### config.mk
export PLATFORM = sky130hd
export DESIGN_NAME = drv_seq_ctrl
export DESIGN_NICKNAME = d
export VERILOG_FILES = /design/src/rtl/drv_seq_pkg.sv /design/src/rtl/drv_seq_sync.sv /design/src/rtl/drv_seq_timer.sv /design/src/rtl/drv_seq_phase_mon.sv /design/src/rtl/drv_seq_ctrl.sv
export SDC_FILE = /design/constraint.sdc
export NUM_CORES = 1
export LEC_CHECK = 0
export BUFFER_PORTS_ARGS = -buffer_cell sky130_fd_sc_hd__buf_2
export CAP_MARGIN = 20
export CORE_MARGIN = 4
export CORE_UTILIZATION = 55
export DETAILED_ROUTE_END_ITERATION = 16
export GPL_TIMING_DRIVEN = 1
export HOLD_SLACK_MARGIN = 0.08
export PLACE_DENSITY = 0.7
export SLEW_MARGIN = 0
export SYNTH_ARGS = -nofsm -noshare
export SYNTH_HDL_FRONTEND = slang
export SYNTH_SLANG_ARGS = --single-unit
### constraint.sdc
create_clock -name clk -period 5.9 [get_ports clk]
set_clock_uncertainty 0.2 [all_clocks]
set_input_delay 0.295 -clock clk [delete_from_list [all_inputs] [get_ports clk]]
set_output_delay 0.295 -clock clk [all_outputs]
set_load 0.005 [all_outputs]
### src/rtl/drv_seq_pkg.sv
package drv_seq_pkg;

   typedef enum logic [2:0] {
      ST_IDLE  = 3'd0,
      ST_WAIT  = 3'd1,
      ST_PULSE = 3'd2,
      ST_RUN   = 3'd3,
      ST_STOP  = 3'd4
   } seq_state_t;

   // Counter width able to hold values 0 .. n-1 (at least one bit)
   function automatic int cnt_width(input int n);
      return (n > 1) ? $clog2(n) : 1;
   endfunction

endpackage

### src/rtl/drv_seq_sync.sv
module drv_seq_sync #(
   parameter int           W       = 1,
   parameter int           STAGES  = 2,
   parameter logic [W-1:0] RST_VAL = '0
) (
   input  logic         clk,
   input  logic         rst_n,
   input  logic [W-1:0] d,
   output logic [W-1:0] q
);

   generate
      if (STAGES < 0) begin : g_bad_stages
         $error("drv_seq_sync: STAGES must not be negative");
      end

      if (STAGES == 0) begin : g_bypass
         assign q = d;
      end else begin : g_chain
         logic [W-1:0] chain [STAGES];

         always_ff @(posedge clk or negedge rst_n) begin
            if (!rst_n) begin
               for (int k = 0; k < STAGES; k++) chain[k] <= RST_VAL;
            end else begin
               chain[0] <= d;
               for (int k = 1; k < STAGES; k++) chain[k] <= chain[k-1];
            end
         end

         assign q = chain[STAGES-1];
      end
   endgenerate

endmodule

### src/rtl/drv_seq_timer.sv
module drv_seq_timer
   import drv_seq_pkg::*;
#(
   parameter int LIMIT = 4
) (
   input  logic clk,
   input  logic rst_n,
   input  logic en,
   output logic expire
);

   localparam int CW = cnt_width(LIMIT);
   localparam logic [CW-1:0] LAST = CW'(LIMIT - 1);

   generate
      if (LIMIT < 1) begin : g_bad_limit
         $error("drv_seq_timer: LIMIT must be at least 1");
      end
   endgenerate

   logic [CW-1:0] cnt_q;

   always_ff @(posedge clk or negedge rst_n) begin
      if (!rst_n) begin
         cnt_q <= '0;
      end else if (!en) begin
         cnt_q <= '0;
      end else if (cnt_q == LAST) begin
         cnt_q <= '0;
      end else begin
         cnt_q <= cnt_q + 1'b1;
      end
   end

   assign expire = en && (cnt_q == LAST);

   // The running count never leaves its interval
   assert_timer_bound_R3: assert property (@(posedge clk) disable iff (!rst_n)
      cnt_q <= LAST);

   // A disabled timer restarts from zero
   assert_timer_restart_R6: assert property (@(posedge clk) disable iff (!rst_n)
      !$past(en) |-> cnt_q == '0);

endmodule

### src/rtl/drv_seq_phase_mon.sv
module drv_seq_phase_mon
   import drv_seq_pkg::*;
#(
   parameter int EDGES   = 6,
   parameter int WIN_CYC = 1000
) (
   input  logic clk,
   input  logic rst_n,
   input  logic active,
   input  logic ripple,
   output logic phase_lost
);

   localparam int WW = cnt_width(WIN_CYC);
   localparam int EW = cnt_width(EDGES);
   localparam logic [WW-1:0] WIN_LAST  = WW'(WIN_CYC - 1);
   localparam logic [EW-1:0] EDGE_LAST = EW'(EDGES - 1);

   generate
      if (EDGES < 2) begin : g_bad_edges
         $error("drv_seq_phase_mon: EDGES must be at least 2");
      end
      if (WIN_CYC < EDGES) begin : g_bad_win
         $error("drv_seq_phase_mon: window shorter than edge threshold");
      end
   endgenerate

   logic          rip_q;
   logic [WW-1:0] win_q;
   logic [EW-1:0] edg_q;
   logic          toggled;
   logic          win_end;

   assign toggled = ripple ^ rip_q;
   assign win_end = (win_q == WIN_LAST);

   always_ff @(posedge clk or negedge rst_n) begin
      if (!rst_n) begin
         rip_q <= 1'b1;
      end else begin
         rip_q <= ripple;
      end
   end

   always_ff @(posedge clk or negedge rst_n) begin
      if (!rst_n) begin
         win_q <= '0;
         edg_q <= '0;
      end else if (!active) begin
         win_q <= '0;
         edg_q <= '0;
      end else if (win_end) begin
         win_q <= '0;
         edg_q <= '0;
      end else begin
         win_q <= win_q + 1'b1;
         if (toggled && (edg_q != EDGE_LAST)) edg_q <= edg_q + 1'b1;
      end
   end

   assign phase_lost = active && toggled && !win_end && (edg_q == EDGE_LAST);

   // Edge tally stays below the threshold
   assert_edge_bound_R7: assert property (@(posedge clk) disable iff (!rst_n)
      edg_q <= EDGE_LAST);

   // A steady ripple line never moves the tally
   assert_quiet_hold_R8: assert property (@(posedge clk) disable iff (!rst_n)
      ($past(active) && active && $stable(ripple) && $past(rip_q) == $past(ripple)
       && win_q != '0) |-> $stable(edg_q));

endmodule

### src/rtl/drv_seq_ctrl.sv
module drv_seq_ctrl
   import drv_seq_pkg::*;
#(
   parameter int CLK_KHZ     = 50000,
   parameter int RST_US      = 2,
   parameter int PRECHG_MS   = 400,
   parameter int PH_EDGES    = 6,
   parameter int PH_WIN_CYC  = 2000000,
   parameter int SYNC_STAGES = 2
) (
   input  logic clk,
   input  logic rst_n,
   input  logic start_req,
   input  logic stop_req,
   input  logic fault_clr,
   input  logic supply_ok,
   input  logic uv_flag,
   input  logic relay_fb,
   input  logic ripple,
   input  logic zero_ack,
   output logic latch_rst,
   output logic pwm_en,
   output logic zero_req,
   output logic mains_release,
   output logic fault_precharge,
   output logic fault_phase
);

   localparam int RST_CYC = (CLK_KHZ * RST_US + 999) / 1000;
   localparam int PRE_CYC = CLK_KHZ * PRECHG_MS;
   localparam int NSYNC   = 5;
   localparam logic [NSYNC-1:0] SYNC_RST = 5'b01010;

   generate
      if (CLK_KHZ < 1) begin : g_bad_clk
         $error("drv_seq_ctrl: CLK_KHZ must be positive");
      end
      if (RST_US < 1) begin : g_bad_rst
         $error("drv_seq_ctrl: reset pulse must be at least 1 us");
      end
      if (PRECHG_MS < 1) begin : g_bad_pre
         $error("drv_seq_ctrl: precharge budget must be positive");
      end
   endgenerate

   // ---------------- status input conditioning ----------------
   logic [NSYNC-1:0] raw_in, syn_in;
   logic supply_s, uv_s, relay_s, ripple_s, zack_s;

   assign raw_in = {supply_ok, uv_flag, relay_fb, ripple, zero_ack};

   drv_seq_sync #(
      .W       (NSYNC),
      .STAGES  (SYNC_STAGES),
      .RST_VAL (SYNC_RST)
   ) u_sync (
      .clk   (clk),
      .rst_n (rst_n),
      .d     (raw_in),
      .q     (syn_in)
   );

   assign {supply_s, uv_s, relay_s, ripple_s, zack_s} = syn_in;

   logic ready;
   assign ready = supply_s && !uv_s && relay_s;

   // ---------------- state and helpers ----------------
   seq_state_t state_q, state_d;
   logic pulse_done, pre_tmo, ph_lost;
   logic fault_pre_q, fault_ph_q, fault_any;
   logic set_pre, set_ph;
   logic done_q, done_d;
   logic rel_q;

   assign fault_any = fault_pre_q || fault_ph_q;

   drv_seq_timer #(.LIMIT(RST_CYC)) u_pulse_tmr (
      .clk    (clk),
      .rst_n  (rst_n),
      .en     (state_q == ST_PULSE),
      .expire (pulse_done)
   );

   drv_seq_timer #(.LIMIT(PRE_CYC)) u_prechg_tmr (
      .clk    (clk),
      .rst_n  (rst_n),
      .en     ((state_q == ST_WAIT) || (state_q == ST_PULSE)),
      .expire (pre_tmo)
   );

   drv_seq_phase_mon #(
      .EDGES   (PH_EDGES),
      .WIN_CYC (PH_WIN_CYC)
   ) u_phase (
      .clk        (clk),
      .rst_n      (rst_n),
      .active     (state_q != ST_IDLE),
      .ripple     (ripple_s),
      .phase_lost (ph_lost)
   );

   // ---------------- next-state logic ----------------
   always_comb begin
      state_d = state_q;
      set_pre = 1'b0;
      set_ph  = 1'b0;
      done_d  = done_q;
      unique case (state_q)
         ST_IDLE: begin
            if (start_req && !fault_any) begin
               state_d = ST_WAIT;
               done_d  = 1'b0;
            end
         end
         ST_WAIT: begin
            if (stop_req) begin
               state_d = ST_IDLE;
            end else if (ph_lost) begin
               state_d = ST_IDLE;
               set_ph  = 1'b1;
            end else if (ready) begin
               state_d = ST_PULSE;
            end else if (pre_tmo) begin
               state_d = ST_IDLE;
               set_pre = 1'b1;
            end
         end
         ST_PULSE: begin
            if (ph_lost) begin
               state_d = ST_IDLE;
               set_ph  = 1'b1;
            end else if (!ready) begin
               state_d = ST_WAIT;
            end else if (pulse_done) begin
               state_d = ST_RUN;
            end
         end
         ST_RUN: begin
            if (ph_lost) begin
               state_d = ST_IDLE;
               set_ph  = 1'b1;
            end else if (!relay_s) begin
               state_d = ST_WAIT;
            end else if (stop_req) begin
               state_d = ST_STOP;
            end
         end
         ST_STOP: begin
            if (ph_lost) begin
               state_d = ST_IDLE;
               set_ph  = 1'b1;
            end else if (zack_s || !relay_s) begin
               state_d = ST_IDLE;
               done_d  = 1'b1;
            end
         end
         default: state_d = ST_IDLE;
      endcase
   end

   // ---------------- registers ----------------
   always_ff @(posedge clk or negedge rst_n) begin
      if (!rst_n) begin
         state_q <= ST_IDLE;
         done_q  <= 1'b0;
         rel_q   <= 1'b0;
      end else begin
         state_q <= state_d;
         done_q  <= done_d;
         rel_q   <= (state_d == ST_IDLE) && done_q;
      end
   end

   always_ff @(posedge clk or negedge rst_n) begin
      if (!rst_n) begin
         fault_pre_q <= 1'b0;
         fault_ph_q  <= 1'b0;
      end else begin
         if (fault_clr) begin
            fault_pre_q <= 1'b0;
            fault_ph_q  <= 1'b0;
         end
         if (set_pre) fault_pre_q <= 1'b1;
         if (set_ph)  fault_ph_q  <= 1'b1;
      end
   end

   // ---------------- outputs ----------------
   assign latch_rst       = (state_q == ST_PULSE);
   assign pwm_en          = ((state_q == ST_RUN) || (state_q == ST_STOP)) && relay_s;
   assign zero_req        = (state_q == ST_STOP);
   assign mains_release   = rel_q;
   assign fault_precharge = fault_pre_q;
   assign fault_phase     = fault_ph_q;

   // ---------------- assertions ----------------
   // Run is entered only at the end of a reset pulse
   assert_run_after_pulse_R3: assert property (@(posedge clk) disable iff (!rst_n)
      (state_q == ST_RUN && $past(state_q) != ST_RUN) |-> $past(state_q) == ST_PULSE);

   // A pulse starts only from a cycle where all readiness inputs held
   assert_pulse_needs_ready_R2: assert property (@(posedge clk) disable iff (!rst_n)
      (state_q == ST_PULSE && $past(state_q) == ST_WAIT) |-> $past(ready));

   // Relay loss in run leaves the run state on the next edge
   assert_relay_loss_exit_R5: assert property (@(posedge clk) disable iff (!rst_n)
      ($past(state_q) == ST_RUN && !$past(relay_s)) |-> state_q != ST_RUN);

   // Precharge fault only raised out of the waiting state
   assert_timeout_origin_R6: assert property (@(posedge clk) disable iff (!rst_n)
      $rose(fault_pre_q) |-> $past(state_q) == ST_WAIT);

   // Release to disconnect mains only with the drive idle and PWM off
   assert_release_idle_R9: assert property (@(posedge clk) disable iff (!rst_n)
      mains_release |-> (state_q == ST_IDLE && !pwm_en));

   // A set fault keeps the controller in idle
   assert_fault_holds_idle_R10: assert property (@(posedge clk) disable iff (!rst_n)
      ($past(fault_any) && $past(state_q) == ST_IDLE) |-> state_q == ST_IDLE);

endmodule

==> flow_results.org <==
** Power and ir drop
- Across the VDD grid, the largest voltage drop is 0.1716 mV.
- Overall power consumption after layout is estimated at 1.048 mW.
- Power Dens Cells :: 271.9 nW/µm²
- LEAKAGE :: 1.681 nW

** Synthesis
- After synthesis the cells add up to 3428 µm².
- Share of async-settable or async-resettable flops after synthesis :: 100.0%
- Top cell types by occurrence after synthesis :: 69 x dfrtp_1, 68 x nor2_1, 31 x xor2_1
- Synthesized Nets :: 357
- Yosys printed 0 warnings.
- Sorting the synthesized cells by area gives the leading types as dfrtp_1 50%, xor2_1 7.9%, nor2_1 7.4%.
- Cell count after synthesis :: 342
- In this run the mean area of a mapped cell was 10.02 µm².
- By instance count, the leading cell after synthesis is dfrtp_1.
- Area share of the largest cell type after synthesis :: 50.36%
- The synthesized design spends more area on one cell type than any other, namely dfrtp_1.
- Number of enable flip-flop cells after synthesis :: 0
- For this run, the leading register cell type out of synthesis is dfrtp_1.
- Sequential cells were found to cover 54.20% of the synthesized design area.
- Synth Register Bits :: 74
- The netlist uses 39 different library cells.

** Flow run
- The tool flagged a number of max-cap violations equal to 0.

** Global route
- Global routing used 18.90% of the available tracks across all layers.
- Entering global routing, the biggest net connects 75 pins.
- The first global-routing pass estimated 11,130 µm of wire.
- The number of global-route vias before repair was 2,460.
- Leftover overflow at the end of global routing :: 0
- The initial antenna violation count came to 0.

** Min path
- Worst hold-check path type :: flop to flop
- Worst hold path cell count :: 0

** Die
- The floorplan step defined a die boundary enclosing 7560 µm².
- After floorplanning, the core was divided into 28 placement rows.
- Width of the chip :: 86.95 µm
- Die Y :: 86.95 µm
- In this run the count of I/O pins placed on the die edge is 16.
- After floorplanning, the core was sized to cover 5991 µm².
- For this configuration, the core starts out at a cell density of 57.23%.

** Layout
- In the final design database the tool counted 386 nets.
- Compared with the post-synthesis result, the final layout area differs by 12.41%.
- Summing all non-filler instances in the final layout gives an area of 3854 µm².
- Of the cells placed in the final design, the portion with a size suffix greater than 1 is 11.20%.
- Fin util :: 64.33%
- The repair_antennas step left the layout with diodes totalling 0.
- Number of inserted filler cells in the final layout :: 523

** Timing
- Portion of the clock cycle consumed by the worst path in the final layout :: 41.96%
- Setup violations remaining at the end of the flow were counted as 0.
- After routing, the total negative slack on setup checks comes to 0 ns.
- The final hold violation count was 0.
- The routed design could run at a clock period as short as 2.475 ns.
- Timing would allow up to 404.0 MHz.
- Measured against its own limit, the worst slew margin works out to 33.31%.
- The final max-slew violation count was 0.
- RSZ-0062 raised after global routing :: no
- Tightest Pin Transition :: 0.9913 ns

** Placed design
- Final weighted congestion in routability-driven placement :: 0.8318
- After detailed placement, the total cell area comes to 3578 µm².
- Count of input and output buffers :: 15
- Half-perimeter wire length after placement :: 4129 µm

** Clock network
- The number of clock buffers added by TritonCTS is 9.
- H-tree Lvls :: 3
- Number of gates given a new drive strength after cts :: 0
- Clock Path Buffers :: 2
- Clock sink count :: 74
- Clock tree from TritonCTS :: done
- Clock transition at the registers of the reported paths :: 0.08 ns
- Buffers added to address setup during post-CTS repair amount to 0.
- The cell sitting at the root of the clock tree is a clkbuf_8.
- Clock latency on the worst-skew pair, taken at its later pin, is 0.34 ns.

** Setup path
- Arrival time at the worst endpoint :: 2.52 ns
- Kind of end point of the critical path :: flop
- The number of cells on the worst reg-to-reg path is 6.
- In this run the worst path has a maximum fanout of 11.
- The worst setup path is launched from a flop.
- WS Path Type :: flop to flop
- Required time of the critical path :: 5.94 ns

** Status
- Outcome :: completed

** Detailed routing
- For this run, design rule violations remaining after detail routing come to 0.
- The routed design has 6251 µm of wire.
- Detailed Routing Iterations Pass 1 :: 4
- Average routed wire per standard cell :: 13.89 µm
- Summing over every cut layer, the via total after detailed routing is 2,398.
- The count of nets left with antenna violations once routing finished came out at 0.
- Violation count after the first detailed-routing iteration :: 130
- In the routed layout, each cell is associated on average with a via count of 5.329.
## logic make-up after synthesis
| logic type | count (synthesis) | share of synthesized area (%) |
|---|---|---|
| compound gates | 20 | 3.577 |
| xor+xnor | 50 | 12.77 |
| fa+ha+maj | 5 | 1.825 |
| buf+inv | 19 | 2.299 |
| flops | 74 | 54.20 |
| mux | 1 | 0.3284 |
| simple gates | 173 | 25.00 |
## critical path, cell delays in order, from the launching register on
cell and delay (ns):
dfrtp_1 0.39, ha_1 0.22, nand4_1 0.14, or2_2 0.34
o21bai_1 0.63, nor3_1 0.18, o31ai_1 0.27
## routing by layer
layer | vias to the layer above | GRT usage, % | share of wire, %
met5 | - | 0 | 0
met4 | 0 | 6.799 | 1.7
met3 | 8 | 6.149 | 4.4
met2 | 46 | 28.30 | 45
met1 | 1131 | 25.81 | 49
li1 | 1213 | - | -
## final cells by class
cell class	instances	area [µm²]	share of cell area [%]
flip-flops and latches	74	1858	48.21
inverters	12	45.04	1.169
multi-input cells	249	1491	38.70
repair buffers	25	170.2	4.416
well taps	75	93.84	2.435
clock inverters	3	40.04	1.039
clock buffers	12	155.1	4.026
## cells in the final DEF (no fill, tap or decap), types with 2 or more instances in the layout
| cell type | instances |
|---|---|
| nor4b_1 | 3 |
| dfstp_2 | 5 |
| a21oi_1 | 7 |
| inv_1 | 12 |
| nand4_1 | 13 |
| buf_4 | 2 |
| nand2_1 | 25 |
| nand2b_1 | 3 |
| xor2_1 | 31 |
| dfrtp_1 | 69 |
| dlygate4sd3_1 | 8 |
| ha_1 | 5 |
| nand3_1 | 21 |
| nor4_1 | 4 |
| clkinv_2 | 2 |
| o21ai_0 | 5 |
| clkbuf_8 | 11 |
| xnor2_1 | 19 |
| nor2_1 | 68 |
| buf_2 | 15 |
| nor2b_1 | 4 |
| a22o_1 | 2 |
| and3_1 | 7 |
| or3_1 | 3 |
| nor3_1 | 7 |
| and4_1 | 5 |
| o22ai_1 | 2 |
## metrics by stage
stage / instances / hold slack [ns] / setup WS, ns
2_1_floorplan: 342 / -0.2006 / 3.914
3_3_place_gp: 427 / 0.1340 / 3.504
3_5_place_dp: 427 / 0.1410 / 3.438
4_1_cts: 450 / 0.1411 / 3.404
5_1_grt: 450 / 0.1656 / 3.174
6_report: 450 / 0.1437 / 3.425
## worst paths after layout
path	start	end	slack (ns)
hold reg to reg	u_sync.g_chain.chain[7]	u_sync.q[2]	0.14
min in group asynchronous	rst_n	fault_precharge	0.53
setup reg to reg	u_phase.win_q[0]	done_q	3.42
max in group asynchronous	rst_n	u_sync.g_chain.chain[7]	4.39
hold / removal	u_sync.g_chain.chain[7]	u_sync.q[2]	0.14
setup / recovery	u_phase.win_q[0]	done_q	3.42
## sequential cells by signal (all words and copies together) (netlist names)
| name | cells |
|---|---|
| done_q | 1 |
| fault_phase | 1 |
| fault_precharge | 1 |
| mains_release | 1 |
| state_q | 3 |
| u_phase.edg_q | 3 |
| u_phase.rip_q | 1 |
| u_phase.win_q | 21 |
| u_prechg_tmr.cnt_q | 25 |
| u_pulse_tmr.cnt_q | 7 |
| u_sync.g_chain.chain | 5 |
| u_sync.q | 5 |
## power breakdown
part / switching [mW] / total (mW) / internal, mW / leakage, nW
Combinational: 0.0641 / 0.100 / 0.0359 / 0.583
Clock: 0.178 / 0.393 / 0.215 / 0.102
Sequential: 0.0243 / 0.555 / 0.531 / 0.995
## repair_timing
item	CTS	global route
endpoints found under the setup margin	0	0
hold buffers	8	0
hold endpoints to repair	77	0
No activity file was read; power rests on OpenSTA's default activity.
